### src/rtl/prio_vic_pkg.sv
package prio_vic_pkg;
  localparam int PRIO_W       = 4;
  localparam int NIB_PER_WORD = 8;
  localparam int SEL_CTRL     = 0;
  localparam int SEL_BASE     = 1;
  localparam int SEL_PRIO0    = 2;

  typedef logic [PRIO_W-1:0] prio_t;

  typedef enum logic {
    EXT_PINS  = 1'b0,
    EXT_LEVEL = 1'b1
  } ext_mode_e;
endpackage

### src/rtl/prio_vic_regs.sv
module prio_vic_regs
  import prio_vic_pkg::*;
#(
  parameter int NUM_PROG = 24,
  parameter int ADDR_W   = 32,
  parameter int SEL_W    = 4
) (
  input  logic                       clk,
  input  logic                       rst_n,
  input  logic                       cfg_wr,
  input  logic [SEL_W-1:0]           cfg_sel,
  input  logic [31:0]                cfg_wdata,
  output ext_mode_e                  mode,
  output logic [ADDR_W-1:0]          vec_base,
  output logic [NUM_PROG*PRIO_W-1:0] prio_flat
);
  localparam logic [SEL_W-1:0] CTRL_SEL = SEL_W'(SEL_CTRL);
  localparam logic [SEL_W-1:0] BASE_SEL = SEL_W'(SEL_BASE);

  always_ff @(posedge clk or negedge rst_n) begin
    if (!rst_n) begin
      mode     <= EXT_PINS;
      vec_base <= '0;
    end else if (cfg_wr) begin
      if (cfg_sel == CTRL_SEL) mode <= ext_mode_e'(cfg_wdata[0]);
      if (cfg_sel == BASE_SEL) vec_base <= cfg_wdata[ADDR_W-1:0];
    end
  end

  for (genvar k = 0; k < NUM_PROG; k++) begin : g_prio
    localparam logic [SEL_W-1:0] WSEL = SEL_W'(SEL_PRIO0 + k / NIB_PER_WORD);
    localparam int LSB = PRIO_W * (k % NIB_PER_WORD);
    prio_t prio_q;
    always_ff @(posedge clk or negedge rst_n) begin
      if (!rst_n) prio_q <= '0;
      else if (cfg_wr && cfg_sel == WSEL) prio_q <= cfg_wdata[LSB +: PRIO_W];
    end
    assign prio_flat[k*PRIO_W +: PRIO_W] = prio_q;
  end
endmodule

### src/rtl/prio_vic_srcmap.sv
module prio_vic_srcmap
  import prio_vic_pkg::*;
#(
  parameter int NUM_EXT      = 8,
  parameter int NUM_PER      = 16,
  parameter int VEC_W        = 8,
  parameter int LVL_VEC_BASE = 64,
  parameter int EXT_VEC_BASE = 80,
  parameter int PER_VEC_BASE = 96,
  localparam int NUM_PROG    = NUM_EXT + NUM_PER,
  localparam int NC          = 1 + NUM_PROG
) (
  input  ext_mode_e                  mode,
  input  logic [NUM_EXT-1:0]         ext_irq,
  input  prio_t                      ext_lvl,
  input  logic [NUM_PER-1:0]         per_irq,
  input  logic [NUM_PROG*PRIO_W-1:0] prio_flat,
  output logic [NC*PRIO_W-1:0]       cand_prio,
  output logic [NC*VEC_W-1:0]        cand_vec
);
  // candidate 0: encoded external level
  assign cand_prio[0 +: PRIO_W] = (mode == EXT_LEVEL) ? ext_lvl : '0;
  assign cand_vec[0 +: VEC_W]   = VEC_W'(LVL_VEC_BASE) + VEC_W'(ext_lvl);

  for (genvar i = 0; i < NUM_EXT; i++) begin : g_ext
    localparam int C = 1 + i;
    assign cand_prio[C*PRIO_W +: PRIO_W] =
      (mode == EXT_PINS && ext_irq[i]) ? prio_flat[i*PRIO_W +: PRIO_W] : '0;
    assign cand_vec[C*VEC_W +: VEC_W] = VEC_W'(EXT_VEC_BASE + i);
  end

  for (genvar j = 0; j < NUM_PER; j++) begin : g_per
    localparam int C = 1 + NUM_EXT + j;
    localparam int P = NUM_EXT + j;
    assign cand_prio[C*PRIO_W +: PRIO_W] =
      per_irq[j] ? prio_flat[P*PRIO_W +: PRIO_W] : '0;
    assign cand_vec[C*VEC_W +: VEC_W] = VEC_W'(PER_VEC_BASE + j);
  end
endmodule

### src/rtl/prio_vic_arb.sv
module prio_vic_arb
  import prio_vic_pkg::*;
#(
  parameter int NC    = 25,
  parameter int VEC_W = 8
) (
  input  logic [NC*PRIO_W-1:0] cand_prio,
  input  logic [NC*VEC_W-1:0]  cand_vec,
  output prio_t                win_prio,
  output logic [VEC_W-1:0]     win_vec
);
  // Strict compare: on equal priority the earlier (lower index) candidate stays.
  always_comb begin
    win_prio = '0;
    win_vec  = '0;
    for (int c = 0; c < NC; c++) begin
      if (cand_prio[c*PRIO_W +: PRIO_W] > win_prio) begin
        win_prio = cand_prio[c*PRIO_W +: PRIO_W];
        win_vec  = cand_vec[c*VEC_W +: VEC_W];
      end
    end
  end
endmodule

### src/rtl/prio_vic.sv
module prio_vic
  import prio_vic_pkg::*;
#(
  parameter int NUM_EXT      = 8,
  parameter int NUM_PER      = 16,
  parameter int VEC_W        = 8,
  parameter int ADDR_W       = 32,
  parameter int SEL_W        = 4,
  parameter int LVL_VEC_BASE = 64,
  parameter int EXT_VEC_BASE = 80,
  parameter int PER_VEC_BASE = 96
) (
  input  logic               clk,
  input  logic               rst_n,
  input  logic               cfg_wr,
  input  logic [SEL_W-1:0]   cfg_sel,
  input  logic [31:0]        cfg_wdata,
  input  logic [NUM_EXT-1:0] ext_irq,
  input  logic [3:0]         ext_lvl,
  input  logic [NUM_PER-1:0] per_irq,
  input  logic [3:0]         cpu_mask,
  output logic               irq_valid,
  input  logic               irq_ready,
  output logic [3:0]         irq_level,
  output logic [VEC_W-1:0]   irq_vec,
  output logic               ack_vld,
  output logic [VEC_W-1:0]   ack_vec,
  output logic [ADDR_W-1:0]  ack_addr,
  output logic [3:0]         ack_mask
);
  localparam int NUM_PROG = NUM_EXT + NUM_PER;
  localparam int NC       = 1 + NUM_PROG;

  ext_mode_e                  mode;
  logic                       mode_enc;
  logic [ADDR_W-1:0]          vec_base;
  logic [NUM_PROG*PRIO_W-1:0] prio_flat;
  logic [NC*PRIO_W-1:0]       cand_prio;
  logic [NC*VEC_W-1:0]        cand_vec;
  prio_t                      win_prio;
  logic [VEC_W-1:0]           win_vec;
  logic                       take;

  prio_vic_regs #(.NUM_PROG(NUM_PROG), .ADDR_W(ADDR_W), .SEL_W(SEL_W)) u_regs (
    .clk, .rst_n, .cfg_wr, .cfg_sel, .cfg_wdata,
    .mode, .vec_base, .prio_flat
  );

  prio_vic_srcmap #(
    .NUM_EXT(NUM_EXT), .NUM_PER(NUM_PER), .VEC_W(VEC_W),
    .LVL_VEC_BASE(LVL_VEC_BASE), .EXT_VEC_BASE(EXT_VEC_BASE),
    .PER_VEC_BASE(PER_VEC_BASE)
  ) u_map (
    .mode, .ext_irq, .ext_lvl, .per_irq, .prio_flat, .cand_prio, .cand_vec
  );

  prio_vic_arb #(.NC(NC), .VEC_W(VEC_W)) u_arb (
    .cand_prio, .cand_vec, .win_prio, .win_vec
  );

  assign mode_enc  = (mode == EXT_LEVEL);
  assign irq_valid = (win_prio > cpu_mask);
  assign irq_level = win_prio;
  assign irq_vec   = win_vec;
  assign take      = irq_valid && irq_ready;

  always_ff @(posedge clk or negedge rst_n) begin
    if (!rst_n) begin
      ack_vld  <= 1'b0;
      ack_vec  <= '0;
      ack_addr <= '0;
      ack_mask <= '0;
    end else begin
      ack_vld <= take;
      if (take) begin
        ack_vec  <= win_vec;
        ack_addr <= vec_base + ADDR_W'({win_vec, 2'b00});
        ack_mask <= win_prio;
      end
    end
  end
endmodule

### config.mk
export PLATFORM = sky130hd
export DESIGN_NAME = prio_vic
export DESIGN_NICKNAME = d
export VERILOG_FILES = /design/src/rtl/prio_vic_pkg.sv /design/src/rtl/prio_vic_regs.sv /design/src/rtl/prio_vic_srcmap.sv /design/src/rtl/prio_vic_arb.sv /design/src/rtl/prio_vic.sv
export SDC_FILE = /design/constraint.sdc
export NUM_CORES = 1
export LEC_CHECK = 0
export BUFFER_PORTS_ARGS = -buffer_cell sky130_fd_sc_hd__buf_2
export CAP_MARGIN = 0
export CORE_UTILIZATION = 55
export CTS_BUF_LIST = sky130_fd_sc_hd__clkbuf_8
export DETAILED_ROUTE_END_ITERATION = 12
export GPL_TIMING_DRIVEN = 0
export PLACE_DENSITY = 0.85
export SYNTH_ARGS = -nofsm -noshare
export SYNTH_HDL_FRONTEND = slang
export SYNTH_SLANG_ARGS = --single-unit
### constraint.sdc
create_clock -name clk -period 50.7 [get_ports clk]
set_input_delay 2.535 -clock clk [delete_from_list [all_inputs] [get_ports clk]]
set_output_delay 2.535 -clock clk [all_outputs]
set_load 0.02 [all_outputs]
==> metrics.txt, run 1 <==
Post-CTS Setup Inserts=0; critical path data required time=48.17 ns; CTS buffer count=17; die width=156 um; Worst path max stage delay=0.71 ns; GP Congestion=0.944; first-pass GRT wire length=58,000 um; cts repair resizes=0; Setup WS post-layout=5.01 ns; Syn Inst Count=1,435; Reg clk slew, reported paths=0.09 ns; Hold WC Path Type=flip-flop to flip-flop; setup TNS=0 ns; hold-fix buffers at CTS=0; cell taking the most area after synthesis=dfrtp_1; kind of end point of the critical path=output port; Post-synth EDFFs=0; outcome=finished clean; Worst-Margin Slew=0.829 ns; CP Class=input pin to output port; # diodes=0; Via-to-Cell Ratio=6.16; CTS tree=done; synthesized area=0.0131 sq mm; CP Data Arrival Time=43.16 ns; Placeable Area=0.0234 sq mm; Die H=156 um; Starting Density=55.9%; # IOs=130; area grow syn2layout=11.3%; # nets final=1,718; synth warn=0; post-route ant nets=0; Synth Flop Type=dfrtp_1; Congestion Overflow GR=0; Clock Latency Late Sink=0.48 ns; Avg Cell Area, Syn=9.12 sq um; Tcrit/Tclk final=90.1%; most common cell after layout, fill and taps aside=nand2_1; # DRC=0; hpwl dp=28,500 um; commonest non-fill, non-tap cells in the layout=nand2_1, dfrtp_1, mux2_2; slowest stage cell, crit path=a2111oi_0; final setup vio count=0; fin. max-slew vios=0; DIE AREA=0.0244 sq mm; drt initial violations=873; critical path peak fanout=10; largest net degree at the start of global routing=107; FMAX=21.9 MHz; Rel. slew slack=43.9%; row cnt=56; CTS Root Buffer Type=clkbuf_8; # fillers=1,969; vias in the first global route=11,000; DR pass1 iterations=6; main area contributors after synthesis=dfrtp_1, mux2_2, ha_1; Avg WL per Cell=19.4 um; IO Port Bufs=126; Max Cap Viol=0; final wirelength=37,200 um; layout cells sized above 1=23.3%; H-tree Lvls=4; Vias=11,800; Place WS=5.84 ns; Fin. Hold Viols=0; most frequent CP cell=ha_1; Sinks on Clock Net=173; Bufs on Longest Clock Path=2; crit start category=input pin; Seq/Total Area, Yosys=33.1%; all-layer global routing usage=30.9%; ys async rst share=100%; Synth top area share=33.1%; Min Clock Period, post-route=45.69 ns; RSZ-0062 raised after global routing=false; Clock Skew=0.0135 ns; #FFs+latches synth=173; initial antenna violation count=1; post-synth cell types=121
## state kept, by name (all words and copies together) (netlist names)
register and count:
u_regs.g_prio.prio_q 96, ack_vec 7, ack_vld 1, u_regs.vec_base 32
ack_addr 32, ack_mask 4, u_regs.mode 1
## synthesized netlist by cell type (5+ instances only)
cell type / count
nor2b_1: 18
nor3b_1: 5
a211o_1: 5
and4_1: 5
mux2i_1: 16
a21o_1: 18
o21a_1: 10
nand2b_1: 10
or2_2: 6
o31ai_1: 9
and3_1: 17
ha_1: 63
maj3_1: 9
dfrtp_1: 173
nand2_1: 205
o22a_1: 5
o211ai_1: 14
clkbuf_1: 24
buf_1: 5
nand3_1: 35
inv_1: 54
buf_4: 7
o2111ai_1: 8
nand3b_1: 5
xor2_1: 17
nor2_1: 103
a211oi_1: 6
o21ai_0: 87
a31oi_1: 16
nand4_1: 6
xnor2_1: 24
and2_1: 54
mux2_2: 142
o21ai_1: 8
a21oi_1: 65
nor3_1: 18
a31o_2: 6
a41oi_1: 6
or3_1: 8
## per-stage QoR
step | hold WS, ns | util (%) | cell area (sq um) | cells
floorplan | 0.433 | - | 13100 | 1436
global placement | 0.457 | 60.3 | 14100 | 1881
detailed placement | 0.456 | 60.5 | 14200 | 1882
CTS | 0.487 | 62.2 | 14600 | 1913
global route | 0.516 | 62.2 | 14600 | 1913
finish | 0.485 | 62.2 | 14600 | 1913
## routing by layer
metal	vias up	track usage, %	routed length (um)
met2	441	47.9	16700
li1	5548	-	-
met5	-	0	8
met3	112	4.38	2570
met4	2	18.2	2110
met1	5684	41.2	15800
## final timing paths
kind                              from                           to  slack (ns)  cells past startpoint
max in group asynchronous        rst_n   u_regs.g_prio[8].prio_q[1]       47.81                      2
setup / recovery            ext_irq[0]                    irq_valid        5.01                    185
min in group asynchronous        rst_n  u_regs.g_prio[21].prio_q[1]        1.98                      1
hold / removal             ack_addr[1]                  ack_addr[1]        0.48                      2
setup reg to reg           u_regs.mode                 ack_addr[30]        7.58                    194
hold reg to reg            ack_addr[1]                  ack_addr[1]        0.48                      2
## worst max-delay path: cells and delay by family
kind	cells	cell delay [ns]
AO/OA/AOI/OAI	81	17.63
multiplexers	12	4.06
adder cells (fa/ha/maj)	29	9.08
AND/OR/NAND/NOR	53	8.16
buffers and inverters	10	1.61
## area by class of cell
cell class,instances,area (sq um),area share (%)
multi-input combinational,1165,8330,57.2
sequential,173,4330,29.7
timing repair buffer,127,668,4.59
tap,319,399,2.74
clock buffer,18,248,1.70
buffer,43,229,1.57
inverter,55,206,1.42
clock inverter,13,151,1.04
## cell families (layout without fill, tap and decap cells)
| kind of cell | Yosys count | in the layout | share of synthesized area (%) |
|---|---|---|---|
| DFF | 173 | 173 | 33.1 |
| and+or+nand+nor | 535 | 535 | 20.5 |
| buffers and inverters | 98 | 256 | 3.33 |
| muxes | 160 | 160 | 13.7 |
| xor gates and xnor gates | 41 | 41 | 2.74 |
| other | 1 | 2 | 0.0287 |
| adders and majority gates | 73 | 73 | 6.87 |
| AOI/OAI and AO/OA | 354 | 354 | 19.8 |
Power of run 1 is not shown: default switching activity piles up to over one toggle a cycle in this logic, so the estimate is an artifact.
==> inputs of run 2 (changes only) <==
- CORE_UTILIZATION: 55 -> 40
- CTS_CLUSTER_DIAMETER: not set -> 80
- GPL_TIMING_DRIVEN: 0 -> 1
- PLACE_DENSITY: 0.85 -> 0.68
==> metrics.txt, run 2 (synthesized netlist as in run 1, its figures left out) <==
Rel. slew slack=33.7% (was 43.9%); CTS tree=done (unchanged); Starting Density=41.0% (was 55.9%); FMAX=22.5 MHz (was 21.9 MHz); DP Area=0.0141 sq mm (was 0.0142 sq mm); layout cells sized above 1=23.7% (was 23.3%); commonest non-fill, non-tap cells in the layout=nand2_1, dfrtp_1, mux2_2 (unchanged); Worst setup startpoint=ext_irq[0] (unchanged); largest net degree at the start of global routing=96 (was 107); vias in the first global route=10,600 (was 11,000); busiest grt layer=met2 (unchanged); Place WS=6.74 ns (was 5.84 ns); Worst R2R Setup Slack=8.62 ns (was 7.58 ns); DIE AREA=0.0334 sq mm (was 0.0244 sq mm); Congestion Overflow GR=0 (unchanged); most frequent CP cell=ha_1 (unchanged); Tcrit/Tclk final=87.9% (was 90.1%); all-layer global routing usage=22.3% (was 30.9%); Post-CTS Setup Inserts=0 (unchanged); final wirelength=37,300 um (was 37,200 um); Min Clock Period, post-route=44.54 ns (was 45.69 ns); first-pass GRT wire length=58,200 um (was 58,000 um); GP Congestion=0.923 (was 0.944); critical path data required time=48.17 ns (about the same); post-layout util=45.6% (was 62.2%); # fillers=3,107 (was 1,969); Sinks on Clock Net=173 (unchanged); drt initial violations=889 (was 873); Worst path max stage delay=0.64 ns (was 0.71 ns); final setup vio count=0 (unchanged); H-tree Lvls=4 (unchanged); Top reg by flops=u_regs.g_prio.prio_q (unchanged); Vias=11,400 (was 11,800); RSZ-0062 raised after global routing=false (unchanged); Die H=183 um (was 156 um); CTS Root Buffer Type=clkbuf_8 (unchanged); max FFs per register=96 (unchanged); Clock Skew=0.0258 ns (was 0.0135 ns); Reg clk slew, reported paths=0.11 ns (was 0.09 ns); Worst-Margin Slew=0.994 ns (was 0.829 ns); # diodes=0 (unchanged); reg2reg end=ack_addr[28] (was ack_addr[30]); hold-critical path endpoint=ack_addr[0] (was ack_addr[1]); post-route ant nets=0 (unchanged); # nets final=1,682 (was 1,718); Final Instance Area=0.0145 sq mm (was 0.0146 sq mm); # IOs=130 (unchanged); IO Port Bufs=127 (was 126); critical path peak fanout=14 (was 10); most common cell after layout, fill and taps aside=nand2_1 (unchanged); fin. max-slew vios=0 (unchanged); slowest stage cell, crit path=a222oi_1 (was a2111oi_0); GR Layer Usage met3=5.38% (was 4.38%); routing usage on met2=35.5% (was 47.9%); hpwl dp=29,200 um (was 28,500 um); hold path startpoint=u_regs.vec_base[0] (was ack_addr[1]); hold-fix buffers at CTS=0 (unchanged); Worst Hold Depth=2 (unchanged); Bufs on Longest Clock Path=2 (unchanged); Placeable Area=0.0319 sq mm (was 0.0234 sq mm); row cnt=65 (was 56); Clock Latency Late Sink=0.50 ns (was 0.48 ns); CP Class=input pin to output port (unchanged); setup TNS=0 ns (unchanged); area grow syn2layout=11.0% (was 11.3%); kind of end point of the critical path=output port (unchanged); cts repair resizes=0 (unchanged); Hold WC Path Type=flip-flop to flip-flop (unchanged); die width=183 um (was 156 um); Fin. Hold Viols=0 (unchanged); crit start category=input pin (unchanged); initial antenna violation count=2 (was 1); CP Data Arrival Time=42.01 ns (was 43.16 ns); CTS buffer count=17 (unchanged); DR pass1 iterations=7 (was 6); Largest regs=u_regs.g_prio.prio_q: 96 flops, ack_addr: 32 flops, u_regs.vec_base: 32 flops (unchanged); Avg WL per Cell=18.7 um (was 19.4 um); Via-to-Cell Ratio=5.73 (was 6.16); Worst Reg2Reg Path Length in Cells=189 (was 194); Max Cap Viol=0 (unchanged); # DRC=0 (unchanged); reg2reg start=u_regs.mode (unchanged); GR Util met1=29.2% (was 41.2%); outcome=finished clean (unchanged); Setup WS post-layout=6.16 ns (was 5.01 ns)
[run 2: cell types whose count changed in the layout (fill, tap and decap cells not counted), sizes merged, moves of 2 or more]
cell / before / now
inv: 61 / 63
clkbuf: 44 / 17
clkinv: 4 / 7
bufinv: 2 / 0
buf: 142 / 134
[run 2: worst max path at each step]
stage,endpoint,slack (ns),depth (start not counted)
after CTS,irq_valid,6.60,183
after global routing,irq_valid,2.98,183
final,irq_valid,6.16,183
after floorplan,irq_valid,10.63,185
after global placement,irq_valid,7.78,181
after detailed placement,irq_valid,6.74,182
[run 2: worst max-delay path, delay by kind of cell]
kind	cells	cell delay [ns]
AOI/OAI and AO/OA	83	16.91
and+or+nand+nor	56	9.17
buffers and inverters	4	0.50
adders and majority gates	29	9.11
muxes	11	3.79
[run 2: metal layers]
metal	share of wire [%]	vias to the layer above
li1	-	5469
met1	45	5484
met2	45	398
met5	0.083	-
met3	6.7	67
met4	3.7	4
[run 2: layout make-up]
class | count | area, sq um | area share [%]
multi-input combinational | 1165 | 8340 | 57.4
tap | 435 | 544 | 3.75
inverter | 55 | 206 | 1.42
clock inverter | 15 | 184 | 1.27
timing repair buffer | 134 | 694 | 4.78
clock buffer | 17 | 234 | 1.61
sequential | 173 | 4330 | 29.8
[run 2: per-stage QoR]
| step | hold WS [ns] | cells |
|---|---|---|
| after floorplan | 0.433 | 1436 |
| after global routing | 0.503 | 1994 |
| final | 0.473 | 1994 |
| after detailed placement | 0.452 | 1962 |
| after CTS | 0.480 | 1994 |
| after global placement | 0.446 | 1962 |
Power of run 2 is left out for the same reason.
==> inputs of run 3 (changes only) <==
- RECOVER_POWER: not set -> 100
==> metrics.txt, run 3 (synthesized netlist as in run 1, its figures left out) <==
outcome=finished with violations (was finished clean); failing checks=capacitance limit, slew limit; final setup vio count=0 (unchanged); critical path peak fanout=70 (was 14); Vias=11,400 (about the same); Rel. slew slack=-250% (was 33.7%); cts repair resizes=0 (unchanged); layout cells sized above 1=19.1% (was 23.7%); RSZ-0062 raised after global routing=false (unchanged); final cell count without fillers=1,994 (unchanged); most frequent CP cell=ha_1 (unchanged); Max Cap Viol=7 (was 0); Placeable Area=0.0319 sq mm (unchanged); Avg WL per Cell=18.7 um (about the same); DR pass1 iterations=5 (was 7); largest net degree at the start of global routing=96 (unchanged); IO Port Bufs=127 (unchanged); max FFs per register=96 (unchanged); row cnt=65 (unchanged); area grow syn2layout=10.2% (was 11.0%); CP Class=input pin to flip-flop (was input pin to output port); Congestion Overflow GR=0 (unchanged); FMAX=22.0 MHz (was 22.5 MHz); Bufs on Longest Clock Path=2 (unchanged); DIE AREA=0.0334 sq mm (unchanged); Top reg by flops=u_regs.g_prio.prio_q (unchanged); crit start category=input pin (unchanged); reg2reg end=ack_vec[2] (was ack_addr[28]); post-route ant nets=0 (unchanged); Worst path max stage delay=1.84 ns (was 0.64 ns); all-layer global routing usage=22.3% (unchanged); CP Data Arrival Time=45.90 ns (was 42.01 ns); GP Congestion=0.923 (unchanged); Fin. Hold Viols=0 (unchanged); kind of end point of the critical path=flip-flop (was output port); CTS tree=done (unchanged); Starting Density=41.0% (unchanged); Worst R2R Setup Slack=6.50 ns (was 8.62 ns); fin. max-slew vios=380 (was 0); Worst setup endpoint=ack_vec[2] (was irq_valid); CTS buffer count=17 (unchanged); Clock Skew=0.0256 ns (was 0.0258 ns); commonest non-fill, non-tap cells in the layout=nand2_1, dfrtp_1, mux2_2 (unchanged); Hold WC Path Type=flip-flop to flip-flop (unchanged); CTS Root Buffer Type=clkbuf_8 (unchanged); initial antenna violation count=2 (unchanged); hold-fix buffers at CTS=0 (unchanged); Tcrit/Tclk final=89.8% (was 87.9%); setup TNS=0 ns (unchanged); most common cell after layout, fill and taps aside=nand2_1 (unchanged); critical path data required time=51.08 ns (was 48.17 ns); Worst setup startpoint=ext_irq[0] (unchanged); # IOs=130 (unchanged); Sinks on Clock Net=173 (unchanged); Worst-Margin Slew=5.26 ns (was 0.994 ns); reg2reg start=u_regs.mode (unchanged); hpwl dp=29,200 um (unchanged); Post-CTS Setup Inserts=0 (unchanged); Die H=183 um (unchanged); # DRC=0 (unchanged); Reg clk slew, reported paths=0.12 ns (was 0.11 ns); Clock Latency Late Sink=0.50 ns (about the same); vias in the first global route=10,600 (unchanged); final wirelength=37,300 um (about the same); Min Clock Period, post-route=45.52 ns (was 44.54 ns); Largest regs=u_regs.g_prio.prio_q: 96 flops, ack_addr: 32 flops, u_regs.vec_base: 32 flops (unchanged); die width=183 um (unchanged); first-pass GRT wire length=58,200 um (unchanged); Worst Reg2Reg Path Length in Cells=184 (was 189); drt initial violations=875 (was 889); Via-to-Cell Ratio=5.73 (about the same); # diodes=0 (unchanged); slowest stage cell, crit path=clkbuf_1 (was a222oi_1); # nets final=1,682 (unchanged); cell count after placement=1,962 (unchanged); H-tree Lvls=4 (unchanged)
==> run 3: cell count changes in the layout (fill, tap and decap cells not counted), sizes merged <==
cell | before | now
clkbuf | 17 | 78
buf | 134 | 73
==> run 3: worst min path at each step <==
stage,from,endpoint,cells after the start
2_1_floorplan,u_regs.vec_base[0],ack_addr[0],2
3_3_place_gp,u_regs.vec_base[0],ack_addr[0],2
3_5_place_dp,u_regs.vec_base[1],ack_addr[1],2
4_1_cts,u_regs.vec_base[1],ack_addr[1],2
5_1_grt,ack_addr[31],ack_addr[31],2
6_report,u_regs.vec_base[1],ack_addr[1],2
==> run 3: per-stage QoR <==
step | instance area (sq um) | hold slack [ns] | utilization [%] | setup slack, ns
6_report | 14400 | 0.479 | 45.2 | 5.18
5_1_grt | 14400 | 0.507 | 45.2 | 1.50
4_1_cts | 14500 | 0.480 | 45.6 | 6.60
3_5_place_dp | 14100 | 0.452 | 44.3 | 6.74
3_3_place_gp | 14100 | 0.446 | 44.3 | 7.78
2_1_floorplan | 13100 | 0.433 | - | 10.63
==> run 3: worst max-delay path, delay by kind of cell <==
kind                     cells  cell delay [ns]
multiplexers                13             4.53
AND/OR/NAND/NOR             56             9.13
AO/OA/AOI/OAI               82            16.90
adder cells (fa/ha/maj)     29             9.27
buffers and inverters        5             3.48
==> run 3: layer usage <==
layer,up-vias,routed length [um],track usage (%)
met5,-,31,0
met4,4,1380,9.00
met3,68,2610,5.38
met2,415,16600,35.5
met1,5455,16700,29.2
li1,5475,-,-
==> run 3: cell type report <==
type	count	area (sq um)
tap	435	544
timing repair buffer	134	597
multi-input combinational	1165	8320
clock buffer	17	234
fill	3147	17500
sequential	173	4330
inverter	55	206
clock inverter	15	184
Power of run 3 is left out for the same reason.
